File: config.mk
export PLATFORM = sky130hd
export DESIGN_NAME = bus_idle_inserter
export DESIGN_NICKNAME = d
export VERILOG_FILES = /design/src/rtl/bii_pkg.sv /design/src/rtl/bii_group_a.sv /design/src/rtl/bii_group_b.sv /design/src/rtl/bii_max_sat.sv /design/src/rtl/bii_counter.sv /design/src/rtl/bus_idle_inserter.sv
export SDC_FILE = /design/constraint.sdc
export NUM_CORES = 1
export LEC_CHECK = 0
export BUFFER_PORTS_ARGS = -buffer_cell sky130_fd_sc_hd__buf_2
export CAP_MARGIN = 5
export CORE_ASPECT_RATIO = 1.25
export CORE_MARGIN = 4
export CORE_UTILIZATION = 51
export CTS_CLUSTER_SIZE = 12
export DETAILED_ROUTE_END_ITERATION = 6
export PLACE_DENSITY_LB_ADDON = 0.08
export SLEW_MARGIN = 5
export SYNTH_ARGS = -nofsm -noshare
export SYNTH_HDL_FRONTEND = slang
export SYNTH_HIERARCHICAL = 1
export SYNTH_SLANG_ARGS = --single-unit
File: constraint.sdc
create_clock -name clk -period 19.5 [get_ports clk]
set_input_delay 1.95 -clock clk [delete_from_list [all_inputs] [get_ports clk]]
set_output_delay 1.95 -clock clk [all_outputs]
set_load 0.01 [all_outputs]
File: src/rtl/bii_pkg.sv
// Package for the bus idle inserter.
// Provides the layout of the per-space idle fields and the idle-code decoder.
// Assumes 3-bit idle codes, with five of them per chip-select space.
package bii_pkg;

    localparam int CODE_W     = 3;
    localparam int FIELDS     = 5;
    localparam int SPACE_BITS = CODE_W * FIELDS;
    localparam int DEC_W      = 4;

    // Position of each idle code within one space slice
    typedef enum int {
        F_AFTER_WR = 0,
        F_RR_SAME  = 1,
        F_RR_DIFF  = 2,
        F_RW_SAME  = 3,
        F_RW_DIFF  = 4
    } idle_field_e;

    // Converts a 3-bit idle code to a cycle count
    function automatic logic [DEC_W-1:0] decode_idle(input logic [CODE_W-1:0] code);
        logic [DEC_W-1:0] cyc;
        case (code)
            3'd0:    cyc = 4'd0;
            3'd1:    cyc = 4'd1;
            3'd2:    cyc = 4'd2;
            3'd3:    cyc = 4'd4;
            3'd4:    cyc = 4'd6;
            3'd5:    cyc = 4'd8;
            3'd6:    cyc = 4'd10;
            default: cyc = 4'd12;
        endcase
        return cyc;
    endfunction

endpackage

File: src/rtl/bii_group_a.sv
// Group A idle source.
// Picks either the shared DMA code or one per-space code and decodes it.
// Assumes the settings of the previous access's space govern the gap.
module bii_group_a #(
    parameter int NUM_CS = 8,
    parameter int CS_W   = $clog2(NUM_CS)
) (
    input  logic                                 prev_write_i,
    input  logic                                 next_write_i,
    input  logic                                 prev_dma_i,
    input  logic                                 next_dma_i,
    input  logic [CS_W-1:0]                      prev_cs_i,
    input  logic [CS_W-1:0]                      next_cs_i,
    input  logic [bii_pkg::CODE_W-1:0]           dma_code_i,
    input  logic [NUM_CS*bii_pkg::SPACE_BITS-1:0] space_cfg_i,
    output logic [bii_pkg::DEC_W-1:0]            cyc_o
);
    import bii_pkg::*;

    logic [SPACE_BITS-1:0] slice;
    logic [CODE_W-1:0]     code;
    logic                  same_cs;
    idle_field_e           fsel;

    // Extracts the previous space's settings
    always_comb begin
        slice = space_cfg_i[prev_cs_i * SPACE_BITS +: SPACE_BITS];
    end

    // Selects the transition-type field
    always_comb begin
        same_cs = (prev_cs_i == next_cs_i);
        if (prev_write_i)      fsel = F_AFTER_WR;
        else if (next_write_i) fsel = same_cs ? F_RW_SAME : F_RW_DIFF;
        else                   fsel = same_cs ? F_RR_SAME : F_RR_DIFF;
    end

    // DMA setting overrides the per-space field
    always_comb begin
        if (prev_dma_i || next_dma_i) code = dma_code_i;
        else                          code = slice[int'(fsel) * CODE_W +: CODE_W];
        cyc_o = decode_idle(code);
    end

endmodule

File: src/rtl/bii_group_b.sv
// Group B idle source.
// For synchronous DRAM this is the sum of the timing fields, otherwise the wait-mode term.
// Assumes the memory type of the previous access decides which of the two applies.
module bii_group_b #(
    parameter int MT_W       = 2,
    parameter int SDRAM_TYPE = 3,
    parameter int OUT_W      = 4
) (
    input  logic [MT_W-1:0]  mtype_i,
    input  logic [1:0]       prech_i,
    input  logic [1:0]       rwlat_i,
    input  logic [1:0]       rowc_i,
    input  logic             wait_mode_i,
    output logic [OUT_W-1:0] cyc_o
);
    // Chooses between the timing-field sum and the wait-mode cycle
    always_comb begin
        if (mtype_i == MT_W'(SDRAM_TYPE))
            cyc_o = OUT_W'(prech_i) + OUT_W'(rwlat_i) + OUT_W'(rowc_i);
        else
            cyc_o = wait_mode_i ? '0 : OUT_W'(1);
    end

endmodule

File: src/rtl/bii_max_sat.sv
// Returns the largest of NUM_IN unsigned values, capped at SAT_MAX.
// Assumes the inputs are packed side by side, each SUM_W bits wide.
module bii_max_sat #(
    parameter int NUM_IN  = 4,
    parameter int SUM_W   = 7,
    parameter int SAT_MAX = 31,
    parameter int OUT_W   = $clog2(SAT_MAX + 1)
) (
    input  logic [NUM_IN*SUM_W-1:0] grp_i,
    output logic [OUT_W-1:0]        max_o
);
    logic [SUM_W-1:0] run [NUM_IN+1];

    assign run[0] = '0;

    // Keeps a running maximum across the inputs
    for (genvar g = 0; g < NUM_IN; g++) begin : g_stage
        assign run[g+1] = (grp_i[g*SUM_W +: SUM_W] > run[g]) ? grp_i[g*SUM_W +: SUM_W] : run[g];
    end

    // Caps the result at SAT_MAX
    always_comb begin
        if (run[NUM_IN] > SUM_W'(SAT_MAX)) max_o = OUT_W'(SAT_MAX);
        else                               max_o = run[NUM_IN][OUT_W-1:0];
    end

endmodule

File: src/rtl/bii_counter.sv
// Idle down-counter with request hold.
// Loads the idle count on load_i and counts it down; busy_o is high while the count is nonzero.
// go_o releases one stored or present request in the first free cycle.
// Assumes a new load does not arrive while a count is still running.
module bii_counter #(
    parameter int OUT_W = 5
) (
    input  logic             clk,
    input  logic             rst_n,
    input  logic             load_i,
    input  logic [OUT_W-1:0] load_val_i,
    input  logic             req_i,
    output logic             busy_o,
    output logic             go_o
);
    logic [OUT_W-1:0] cnt_q;
    logic             pend_q;
    logic             ready;

    // Free when the count is zero and no load is in progress
    always_comb begin
        ready  = (cnt_q == '0) && !load_i;
        busy_o = (cnt_q != '0);
        go_o   = ready && (pend_q || req_i);
    end

    // Loads, counts down and holds requests
    always_ff @(posedge clk) begin
        if (!rst_n) begin
            cnt_q  <= '0;
            pend_q <= 1'b0;
        end else begin
            if (load_i)             cnt_q <= load_val_i;
            else if (cnt_q != '0)   cnt_q <= cnt_q - OUT_W'(1);
            pend_q <= (pend_q || req_i) && !go_o;
        end
    end


    load_busy_chk: assert property (@(posedge clk) disable iff (!rst_n)
        load_i && (load_val_i != '0) |=> busy_o);

    count_step_chk: assert property (@(posedge clk) disable iff (!rst_n)
        busy_o && !load_i |=> (cnt_q == $past(cnt_q) - OUT_W'(1)));

    go_free_chk: assert property (@(posedge clk) disable iff (!rst_n)
        go_o |-> !busy_o);

    held_req_chk: assert property (@(posedge clk) disable iff (!rst_n)
        req_i && !go_o |=> pend_q);

    go_clears_chk: assert property (@(posedge clk) disable iff (!rst_n)
        go_o |=> !pend_q);

endmodule

File: src/rtl/bus_idle_inserter.sv
// Top of the external bus idle cycle inserter.
// Evaluates four idle sources in parallel, takes the capped maximum
// and holds the bus idle for that many cycles before it releases the next access.
// Assumes the descriptors and settings are valid in the cycle where acc_end_i is high.
module bus_idle_inserter #(
    parameter int NUM_CS     = 8,
    parameter int MT_W       = 2,
    parameter int SDRAM_TYPE = 3,
    parameter int RT_W       = 4,
    parameter int SAT_MAX    = 31,
    parameter int CS_W       = $clog2(NUM_CS),
    parameter int OUT_W      = $clog2(SAT_MAX + 1)
) (
    input  logic                                  clk,
    input  logic                                  rst_n,
    input  logic                                  acc_end_i,
    input  logic                                  req_i,
    input  logic                                  prev_write_i,
    input  logic                                  prev_dma_i,
    input  logic [CS_W-1:0]                       prev_cs_i,
    input  logic [MT_W-1:0]                       prev_mtype_i,
    input  logic                                  next_write_i,
    input  logic                                  next_dma_i,
    input  logic [CS_W-1:0]                       next_cs_i,
    input  logic [MT_W-1:0]                       next_mtype_i,
    input  logic [2:0]                            dma_idle_code_i,
    input  logic [NUM_CS*bii_pkg::SPACE_BITS-1:0] space_idle_cfg_i,
    input  logic [1:0]                            sdram_prech_i,
    input  logic [1:0]                            sdram_rwlat_i,
    input  logic [1:0]                            sdram_rowc_i,
    input  logic                                  wait_mode_i,
    input  logic [RT_W-1:0]                       rd_xfer_i,
    input  logic [RT_W-1:0]                       int_idle_i,
    input  logic [RT_W-1:0]                       wr_wait_i,
    input  logic [RT_W-1:0]                       type_idle_i,
    output logic                                  busy_o,
    output logic                                  go_o
);
    import bii_pkg::*;

    localparam int NUM_GRP = 4;
    localparam int SUM_W   = RT_W + 3;

    logic [DEC_W-1:0] grp_a;
    logic [DEC_W-1:0] grp_b;
    logic [SUM_W-1:0] grp_a_w, grp_b_w, grp_c_w, grp_d_w;
    logic [OUT_W-1:0] idle_total;

    bii_group_a #(.NUM_CS(NUM_CS), .CS_W(CS_W)) u_grp_a (
        .prev_write_i (prev_write_i),
        .next_write_i (next_write_i),
        .prev_dma_i   (prev_dma_i),
        .next_dma_i   (next_dma_i),
        .prev_cs_i    (prev_cs_i),
        .next_cs_i    (next_cs_i),
        .dma_code_i   (dma_idle_code_i),
        .space_cfg_i  (space_idle_cfg_i),
        .cyc_o        (grp_a)
    );

    bii_group_b #(.MT_W(MT_W), .SDRAM_TYPE(SDRAM_TYPE), .OUT_W(DEC_W)) u_grp_b (
        .mtype_i     (prev_mtype_i),
        .prech_i     (sdram_prech_i),
        .rwlat_i     (sdram_rwlat_i),
        .rowc_i      (sdram_rowc_i),
        .wait_mode_i (wait_mode_i),
        .cyc_o       (grp_b)
    );

    // Widens groups A and B; sums group C; gates group D on a type change
    always_comb begin
        grp_a_w = SUM_W'(grp_a);
        grp_b_w = SUM_W'(grp_b);
        grp_c_w = SUM_W'(rd_xfer_i) + SUM_W'(int_idle_i) + SUM_W'(wr_wait_i);
        grp_d_w = (prev_mtype_i != next_mtype_i) ? SUM_W'(type_idle_i) : '0;
    end

    bii_max_sat #(.NUM_IN(NUM_GRP), .SUM_W(SUM_W), .SAT_MAX(SAT_MAX), .OUT_W(OUT_W)) u_max (
        .grp_i ({grp_d_w, grp_c_w, grp_b_w, grp_a_w}),
        .max_o (idle_total)
    );

    bii_counter #(.OUT_W(OUT_W)) u_cnt (
        .clk        (clk),
        .rst_n      (rst_n),
        .load_i     (acc_end_i),
        .load_val_i (idle_total),
        .req_i      (req_i),
        .busy_o     (busy_o),
        .go_o       (go_o)
    );


    sat_cap_chk: assert property (@(posedge clk) disable iff (!rst_n)
        SUM_W'(idle_total) <= SUM_W'(SAT_MAX));

    max_floor_chk: assert property (@(posedge clk) disable iff (!rst_n)
        ((grp_a_w > SUM_W'(SAT_MAX)) || (SUM_W'(idle_total) >= grp_a_w)) &&
        ((grp_b_w > SUM_W'(SAT_MAX)) || (SUM_W'(idle_total) >= grp_b_w)) &&
        ((grp_c_w > SUM_W'(SAT_MAX)) || (SUM_W'(idle_total) >= grp_c_w)) &&
        ((grp_d_w > SUM_W'(SAT_MAX)) || (SUM_W'(idle_total) >= grp_d_w)));

    a_range_chk: assert property (@(posedge clk) disable iff (!rst_n)
        grp_a <= DEC_W'(12));

endmodule

==> reports/metrics.csv <==
stage;metric;value;unit
run_status;status;finished, final reports clean;
floorplanning;rows;32;
final_layout;drive_above_1_share;0.407;
final_layout;syn_to_final_growth;28.2;%
flow_run;drv_cap;0;
clock_network;tritoncts;done;
floorplanning;initial_core_util;0.523;
placed_design;gp_congestion;0.951;
floorplanning;die_w;78.9;microns
placed_design;dp_hpwl;7.64;mm
yosys;synth_cell_types;74;
clock_network;numCtsBuffers;3;
drt;vias_per_cell;5.51;
drt;routedWlPerCell;13.9;microns
timing;finClkSkew;1.31;ps
clock_network;postCtsSetupBuffers;0;
setup_path;cp_slowest_stage_delay;670;ps
floorplanning;die_y;96.7;microns
yosys;ys_ff_latch;6;
drt;drc;0;
power_and_ir_drop;irDropWorstVdd;29.4;uV
yosys;async_flop_share;0;
drt;first_pass_iters;5;
yosys;synth_ff_type;dfxtp_1;
timing;max_freq;96.1;MHz
final_layout;fin_nets;750;
timing;rsz0062_at_grt;no;
placed_design;placed_cell_area;4070;sq um
clock_network;cts_resized;0;
setup_path;path_buf_inv;2;
placed_design;dp_slack;8920;ps
timing;worst_pin_slew;919;ps
setup_path;worstSetupPathType;in2reg;
setup_path;crit_required;19620;ps
setup_path;end_kind;flop;
final_layout;final_cell_area;4110;sq um
timing;setup_ws;9100;ps
setup_path;cpMostUsedCell;ha_1;
drt;drt_iter0_drc;127;
timing;finalCritPeriodShare;0.533;
timing;whs;503;ps
setup_path;arrival;10520;ps
setup_path;crit_slowest_cell;buf_2;
yosys;syn_area;3210;sq um
global_route;grt_overflow;0;
placed_design;portBuffers;165;
timing;fin_crit;10400;ps
clock_network;clockRootBuffer;clkbuf_8;
yosys;netlist_instances;375;
final_layout;mostFrequentLayoutCell;buf_2;
setup_path;critPathLaunchType;primary input;
timing;final_hold_viol_count;0;
clock_network;h-tree-depth;1;
final_layout;final_util;0.671;
floorplanning;core;6130;sq um
setup_path;crit_family;compound AO/OA/AOI/OAI gates;
clock_network;ctsHoldBuffers;0;
drt;vias;3474;
clock_network;clock_latency;230;ps
global_route;groute.usage.overall;0.229;
global_route;grt_max_degree;43;
floorplanning;io_pins;166;
drt;antenna_left;0;
power_and_ir_drop;p_leak;2.11;nW
final_layout;final_cell_mix;buf_2, inv_1, ha_1, mux2i_1, nand2_1;
global_route;grt_pass1_wl;14.8;mm
clock_network;clk_path_buf_depth;2;
setup_path;path_max_fanout;42;
timing;final-setup-viol-count;0;
power_and_ir_drop;power_density;45.5;nW/um^2
drt;wl;8.80;mm
timing;slew_headroom;0.388;
final_layout;diodes;0;
clock_network;cts.sinks;6;
yosys;synth_seq_area_share;0.0375;
yosys;ys.warnings.count;6;
clock_network;clk_pin_slew;40;ps
timing;final_max_slew_viol_count;0;
timing;setup_tns;0;ps
global_route;grt_pass1_vias;3573;
hold_path;hold_class;reg2reg;
yosys;synth-edff-count;0;
floorplanning;die-area;7630;sq um
global_route;grt_antenna_before_repair;0;
yosys;avgSynthCellArea;8.55;sq um
[where the power goes]
| group | switching [mW] | internal, mW |
|---|---|---|
| clock network | 0.00593 | 0.0133 |
| logic | 0.0786 | 0.0710 |
| registers | 0.00292 | 0.0153 |
[logic make-up after synthesis]
| kind of cell | after synthesis | share of synthesized area |
|---|---|---|
| simple gates | 121 | 0.214 |
| compound gates | 74 | 0.180 |
| buf+inv | 66 | 0.103 |
| mux | 60 | 0.270 |
| fa+ha+maj | 38 | 0.165 |
| xor+xnor | 9 | 0.0304 |
| flops | 6 | 0.0375 |
| other cells | 1 | 0.00117 |
[area by class of cell]
cell class | instances | area (sq um)
Inverter | 47 | 176
Timing Repair Buffer | 165 | 826
Sequential cell | 6 | 120
Fill cell | 553 | 2020
Clock buffer | 3 | 41.3
Multi-Input combinational cell | 325 | 2840
Tap cell | 85 | 106
[state kept, by name (all words and copies together) (netlist names)]
name          count
u_cnt/cnt_q       5
u_cnt/pend_q      1
[cells in the mapped netlist, types with 5 or more instances]
cell type | n | area (sq um)
and2_1 | 7 | 43.8
nand2_1 | 24 | 90.1
mux2i_1 | 29 | 290
mux4_2 | 20 | 450
nor2b_1 | 11 | 68.8
a211oi_1 | 5 | 37.5
nor2_1 | 16 | 60.1
mux2_2 | 9 | 101
nand2b_1 | 5 | 31.3
nand3_1 | 15 | 75.1
nor3_1 | 7 | 35.0
fa_1 | 7 | 140
buf_6 | 6 | 67.6
nand4_1 | 10 | 62.6
ha_1 | 31 | 388
xnor2_1 | 5 | 43.8
inv_1 | 46 | 173
a21oi_1 | 17 | 85.1
dfxtp_1 | 6 | 120
o21ai_0 | 5 | 25.0
[metal layers]
| metal | vias up | share of wire | routed length (microns) | GRT usage |
|---|---|---|---|---|
| li1 | 1725 | - | - | - |
| met1 | 1575 | 0.36 | 3200 | 0.252 |
| met2 | 153 | 0.55 | 4830 | 0.441 |
| met3 | 21 | 0.063 | 556 | 0.0242 |
| met4 | 0 | 0.024 | 210 | 0.0807 |
| met5 | - | 0 | 0 | 0 |
[worst reg2reg max path, delay by kind of cell, from the launching register on]
kind                     cells  cell delay (ps)
AO/OA/AOI/OAI                1              240
adder cells (fa/ha/maj)      1              210
AND/OR/NAND/NOR              1              330
flip-flops                   1              320
buffers and inverters        2              200
[through the flow]
| step | cells | power, mW |
|---|---|---|
| 6_report | 631 | 0.187 |
| 5_1_grt | 631 | 0.207 |
| 4_1_cts | 631 | 0.186 |
| 3_5_place_dp | 628 | 0.166 |
| 3_3_place_gp | 628 | 0.162 |
| 2_1_floorplan | 397 | 0.129 |
[final timing paths]
path | startpoint | to | slack [ps] | cells after the start
min reg2reg | u_cnt/cnt_q[1] | u_cnt/cnt_q[1] | 500 | 2
min | u_cnt/cnt_q[1] | u_cnt/cnt_q[1] | 500 | 2
max reg2reg | u_cnt/cnt_q[0] | u_cnt/cnt_q[3] | 18090 | 5
max | prev_cs_i[2] | u_cnt/cnt_q[3] | 9100 | 34
Note: power is estimated with default switching activity, not from simulation.
